## config.mk

```make
export PLATFORM = sky130hd
export DESIGN_NAME = shuffle_fabric
export DESIGN_NICKNAME = d
export VERILOG_FILES = /design/src/rtl/sf_pkg.sv /design/src/rtl/sf_switchbox.sv /design/src/rtl/sf_stage.sv /design/src/rtl/shuffle_fabric.sv
export SDC_FILE = /design/constraint.sdc
export NUM_CORES = 1
export LEC_CHECK = 0
export ABC_AREA = 1
export BUFFER_PORTS_ARGS = -buffer_cell sky130_fd_sc_hd__buf_2
export CAP_MARGIN = 10
export CORE_AREA = 5 5 174 176
export CTS_BUF_LIST = sky130_fd_sc_hd__clkbuf_2 sky130_fd_sc_hd__clkbuf_4 sky130_fd_sc_hd__clkbuf_8
export DETAILED_ROUTE_END_ITERATION = 10
export DIE_AREA = 0 0 179 181
export GPL_TIMING_DRIVEN = 0
export PLACE_DENSITY = 0.55
export SLEW_MARGIN = 30
export SYNTH_ARGS = -nofsm -noshare
export SYNTH_HDL_FRONTEND = slang
export SYNTH_SLANG_ARGS = --single-unit
```

## constraint.sdc

```tcl
create_clock -name clk -period 12.81 [get_ports clk]
set_clock_uncertainty 0.15 [all_clocks]
set_input_delay 2.562 -clock clk [delete_from_list [all_inputs] [get_ports clk]]
set_output_delay 2.562 -clock clk [all_outputs]
set_load 0.02 [all_outputs]
```

## src/rtl/sf_pkg.sv

```systemverilog
package sf_pkg;

    localparam int SF_STAGES = 3;
    localparam int SF_PORTS  = 1 << SF_STAGES;
    localparam int SF_BOXES  = SF_PORTS / 2;
    localparam int SF_DATA_W = 8;

    typedef logic [SF_STAGES-1:0] port_id_t;

    typedef struct packed {
        logic                 valid;
        port_id_t             src;
        port_id_t             dest;
        logic [SF_DATA_W-1:0] data;
    } lane_t;

    typedef enum logic [1:0] {
        OWN_NONE  = 2'd0,
        OWN_UPPER = 2'd1,
        OWN_LOWER = 2'd2
    } owner_e;

    // Perfect shuffle: lane index rotated left by one bit.
    function automatic int shuffle_to(input int idx);
        return ((idx << 1) | (idx >> (SF_STAGES - 1))) & (SF_PORTS - 1);
    endfunction

endpackage

```

## src/rtl/sf_switchbox.sv

```systemverilog
module sf_switchbox
    import sf_pkg::*;
#(
    parameter int STEER_BIT = 0
) (
    input  logic  clk,
    input  logic  rst,
    input  lane_t in_up,
    input  lane_t in_lo,
    output lane_t out_up,
    output lane_t out_lo
);

    owner_e     own_q [2];
    owner_e     own_d [2];
    logic [1:0] want_up;
    logic [1:0] want_lo;

    always_comb begin
        want_up = '0;
        want_lo = '0;
        if (in_up.valid) want_up[in_up.dest[STEER_BIT]] = 1'b1;
        if (in_lo.valid) want_lo[in_lo.dest[STEER_BIT]] = 1'b1;
        for (int o = 0; o < 2; o++) begin
            if (own_q[o] == OWN_LOWER && want_lo[o])
                own_d[o] = OWN_LOWER;
            else if (own_q[o] == OWN_UPPER && want_up[o])
                own_d[o] = OWN_UPPER;
            else if (want_up[o])
                own_d[o] = OWN_UPPER;
            else if (want_lo[o])
                own_d[o] = OWN_LOWER;
            else
                own_d[o] = OWN_NONE;
        end
    end

    always_comb begin
        case (own_d[0])
            OWN_UPPER: out_up = in_up;
            OWN_LOWER: out_up = in_lo;
            default:   out_up = '0;
        endcase
        case (own_d[1])
            OWN_UPPER: out_lo = in_up;
            OWN_LOWER: out_lo = in_lo;
            default:   out_lo = '0;
        endcase
    end

    always_ff @(posedge clk) begin
        for (int o = 0; o < 2; o++) begin
            if (rst) own_q[o] <= OWN_NONE;
            else     own_q[o] <= own_d[o];
        end
    end

endmodule

```

## src/rtl/sf_stage.sv

```systemverilog
module sf_stage
    import sf_pkg::*;
#(
    parameter int STAGE = 0
) (
    input  logic  clk,
    input  logic  rst,
    input  lane_t lanes_in  [SF_PORTS],
    output lane_t lanes_out [SF_PORTS]
);

    localparam int STEER = SF_STAGES - 1 - STAGE;

    lane_t shuffled [SF_PORTS];

    for (genvar i = 0; i < SF_PORTS; i++) begin : g_wire
        assign shuffled[shuffle_to(i)] = lanes_in[i];
    end

    for (genvar j = 0; j < SF_BOXES; j++) begin : g_box
        sf_switchbox #(.STEER_BIT(STEER)) u_box (
            .clk    (clk),
            .rst    (rst),
            .in_up  (shuffled[2*j]),
            .in_lo  (shuffled[2*j+1]),
            .out_up (lanes_out[2*j]),
            .out_lo (lanes_out[2*j+1])
        );
    end

endmodule

```

## src/rtl/shuffle_fabric.sv

```systemverilog
module shuffle_fabric
    import sf_pkg::*;
(
    input  logic                          clk,
    input  logic                          rst,
    input  logic [SF_PORTS-1:0]           src_valid,
    input  logic [SF_PORTS*SF_STAGES-1:0] src_dest,
    input  logic [SF_PORTS*SF_DATA_W-1:0] src_data,
    output logic [SF_PORTS-1:0]           src_grant,
    output logic [SF_PORTS-1:0]           src_blocked,
    output logic [SF_PORTS-1:0]           dst_valid,
    output logic [SF_PORTS*SF_STAGES-1:0] dst_src,
    output logic [SF_PORTS*SF_DATA_W-1:0] dst_data
);

    lane_t lanes [SF_STAGES+1][SF_PORTS];

    for (genvar i = 0; i < SF_PORTS; i++) begin : g_entry
        always_comb begin
            lanes[0][i] = '0;
            if (src_valid[i]) begin
                lanes[0][i].valid = 1'b1;
                lanes[0][i].src   = port_id_t'(i);
                lanes[0][i].dest  = src_dest[i*SF_STAGES +: SF_STAGES];
                lanes[0][i].data  = src_data[i*SF_DATA_W +: SF_DATA_W];
            end
        end
    end

    for (genvar k = 0; k < SF_STAGES; k++) begin : g_rank
        sf_stage #(.STAGE(k)) u_stage (
            .clk       (clk),
            .rst       (rst),
            .lanes_in  (lanes[k]),
            .lanes_out (lanes[k+1])
        );
    end

    for (genvar d = 0; d < SF_PORTS; d++) begin : g_exit
        assign dst_valid[d]                         = lanes[SF_STAGES][d].valid;
        assign dst_src[d*SF_STAGES +: SF_STAGES]    = lanes[SF_STAGES][d].src;
        assign dst_data[d*SF_DATA_W +: SF_DATA_W]   = lanes[SF_STAGES][d].data;
    end

    always_comb begin
        src_grant = '0;
        for (int d = 0; d < SF_PORTS; d++) begin
            if (lanes[SF_STAGES][d].valid && lanes[SF_STAGES][d].dest == port_id_t'(d))
                src_grant[lanes[SF_STAGES][d].src] = 1'b1;
        end
    end

    assign src_blocked = src_valid & ~src_grant;

endmodule

```

==> flow_summary.json <==
{
  "cp_common_cell": "nand2_1",
  "fmax_mhz": 89.2,
  "cts_tree": "yes",
  "syn_area_per_cell_um2": 5.42,
  "drc": 0,
  "period_share_pct": 87.5,
  "drv_slew": 0,
  "rsz0062_at_grt": "false",
  "gp_congestion": 0.970,
  "cp_num_buf_inv": 10,
  "setup_viol": 0,
  "synth_area_leaders": "nand2_1, nand3_1, dfxtp_1",
  "ys_seq_area_share_pct": 11.5,
  "drtAntennaViolNets": 0,
  "synth.cell_area_mm2": 0.00838,
  "grtUsageTotal_pct": 23.3,
  "n_antenna_cell": 0,
  "dp_hpwl_mm": 33.7,
  "ys_async_sr_fraction_pct": 0,
  "synth.most_common_cell": "nand2_1",
  "synth_top_area_share_pct": 18.1,
  "cts_max_level": 2,
  "whs_ns": 0.437,
  "cts.path.max_buffers": 2,
  "cp_slowest_cell": "ha_1",
  "hold_violations": 0,
  "critPathLaunchType": "input port",
  "largest-register": "g_rank.u_stage.g_box.u_box.own_q",
  "largest_reg_flops": 48,
  "crit_required_ns": 10.10,
  "worst_setup_path_end_kind": "primary output",
  "rows": 62,
  "power_leakage_nw": 4.50,
  "wl_mm": 39.7,
  "synth_top_cell_by_area": "nand2_1",
  "viasPerCell": 5.24,
  "fillCellCount": 3266,
  "r2r_slack_ns": 8.71,
  "post_drt_wl_per_cell_um": 18.6,
  "crit_type": "in -> out",
  "grt_pass1_vias": 10100,
  "finalCriticalPeriod_ns": 11.21,
  "setup_tns_ns": 0,
  "fin_nets": 1899,
  "reg.largest.list": "g_rank.u_stage.g_box.u_box.own_q x48",
  "drt_iter0_markers": 1232,
  "die_w_um": 179,
  "numCtsBuffers": 5,
  "drt_first_pass_iters": 6,
  "clk_latency_ns": 0.33,
  "synth_cell_types": 31,
  "cts.repair.resized": 0,
  "worstMarginPinSlew_ns": 0.942,
  "start_util_pct": 29.4,
  "synth_edf_count": 0,
  "synthCells": 1544,
  "cp_top_family": "simple AND/OR/NAND/NOR gates",
  "die_h_um": 181,
  "cpPeakStageDelay_ns": 0.38,
  "syn_to_final_growth_pct": 19.3,
  "cp.arrival_ns": 8.50,
  "relSlewSlack_pct": 37.2,
  "postCtsSetupRepairBufs": 0,
  "grt_remaining_overflow": 0,
  "hold_path.class": "reg -> reg",
  "cts.clk_slew.worst_paths_ns": 0.10,
  "synthFlopType": "dfxtp_1",
  "ctsHoldBuffers": 0,
  "die_area_mm2": 0.0324,
  "pin_count": 210,
  "status": "complete, no violations",
  "num_vias": 11200,
  "ys_seq_elements": 48,
  "grt_pass1_wl_mm": 58.4,
  "grt_max_degree": 15,
  "vdd_drop_max_uv": 33.8,
  "p_per_area_mw_per_mm2": 40.7,
  "synth_warnings": 0,
  "numPortBuffers": 202,
  "utilization_pct": 35.1,
  "syn_nets": 1690,
  "antenna_found_initial": 0,
  "cts.sinks": 48,
  "ctsRootBufferMaster": "clkbuf_8",
  "coreArea_mm2": 0.0285,
  "maxCapViolations": 0,
  "synth_common_cells": "nand2_1, nor2_1, nand3_1",
  "critPathMaxFanout": 10,
  "drive_above_1_share_pct": 19.6
}
==> through the flow <==
| step | cell area [um^2] | instances | total power, W | setup slack (ns) |
|---|---|---|---|---|
| floorplan | 8380 | 1544 | 0.000228 | 2.70 |
| global placement | 9870 | 2130 | 0.000276 | 1.74 |
| detailed placement | 9870 | 2130 | 0.000276 | 1.69 |
| CTS | 9990 | 2138 | 0.000407 | 1.68 |
| global route | 9990 | 2138 | 0.000425 | 1.08 |
| finish | 9990 | 2138 | 0.000406 | 1.60 |
==> logic make-up after synthesis <==
kind of cell / Yosys count / synth area share [%]
AND/OR/NAND/NOR: 927 / 48.8
buffers and inverters: 293 / 14.0
AO/OA/AOI/OAI: 228 / 18.5
adder cells (fa/ha/maj): 48 / 7.17
flip-flops: 48 / 11.5
==> cell usage in the layout, fill, tap and decap left out, types with 9 or more instances in the layout <==
cell and instances:
inv_2 36, nand3_1 204, nand2_1 404, o22ai_1 68
a32o_1 32, buf_1 11, nand2_2 33, buf_4 10
inv_1 183, nand4_1 20, nor2_2 14, a32oi_1 32
a21oi_1 71, nor2_1 208, clkinv_1 11, clkbuf_1 23
ha_1 48, nor3_1 14, dfxtp_1 48, buf_2 219
nor2_4 9
==> worst register-to-register path: cells and delay by family, from the launching register on <==
| family | cells | cell delay (ns) |
|---|---|---|
| compound gates | 1 | 0.36 |
| simple gates | 16 | 2.33 |
| flops | 1 | 0.31 |
| buf+inv | 4 | 0.25 |
| fa+ha+maj | 2 | 0.62 |
==> final timing paths <==
path / startpoint / end / cells past startpoint
worst max-delay path: src_valid[3] / src_grant[4] / 34
worst min-delay path: g_rank[0].u_stage.g_box[1].u_box.own_q[1][1] / g_rank[0].u_stage.g_box[1].u_box.own_q[1][0] / 3
worst max register to register: g_rank[0].u_stage.g_box[3].u_box.own_q[0][1] / g_rank[2].u_stage.g_box[0].u_box.own_q[1][1] / 23
worst min register to register: g_rank[0].u_stage.g_box[1].u_box.own_q[1][1] / g_rank[0].u_stage.g_box[1].u_box.own_q[1][0] / 3
==> power breakdown <==
| part | internal (W) | switching [W] |
|---|---|---|
| sequential | 0.000152 | 0.000000665 |
| combinational | 0.0000368 | 0.0000865 |
| clock | 0.0000691 | 0.0000615 |
| total | 0.000258 | 0.000149 |
==> area by class of cell <==
class	count	area (um^2)	area share (%)
Timing Repair Buffer	202	1010	10.1
Buffer	63	310	3.11
Multi-Input combinational cell	1203	6240	62.5
Tap cell	384	480	4.81
Sequential cell	48	961	9.62
Clock inverter	1	30.0	0.300
Clock buffer	7	96.3	0.964
Inverter	230	863	8.64
==> metal layers <==
metal | vias to the layer above | GRT usage [%] | part of all wire (%)
li1 | 5530 | - | -
met1 | 5153 | 30.7 | 43
met2 | 469 | 40.3 | 48
met3 | 42 | 2.93 | 6.9
met4 | 0 | 5.13 | 2.3
met5 | - | 0 | 0
(Power assumes the default switching activity.)
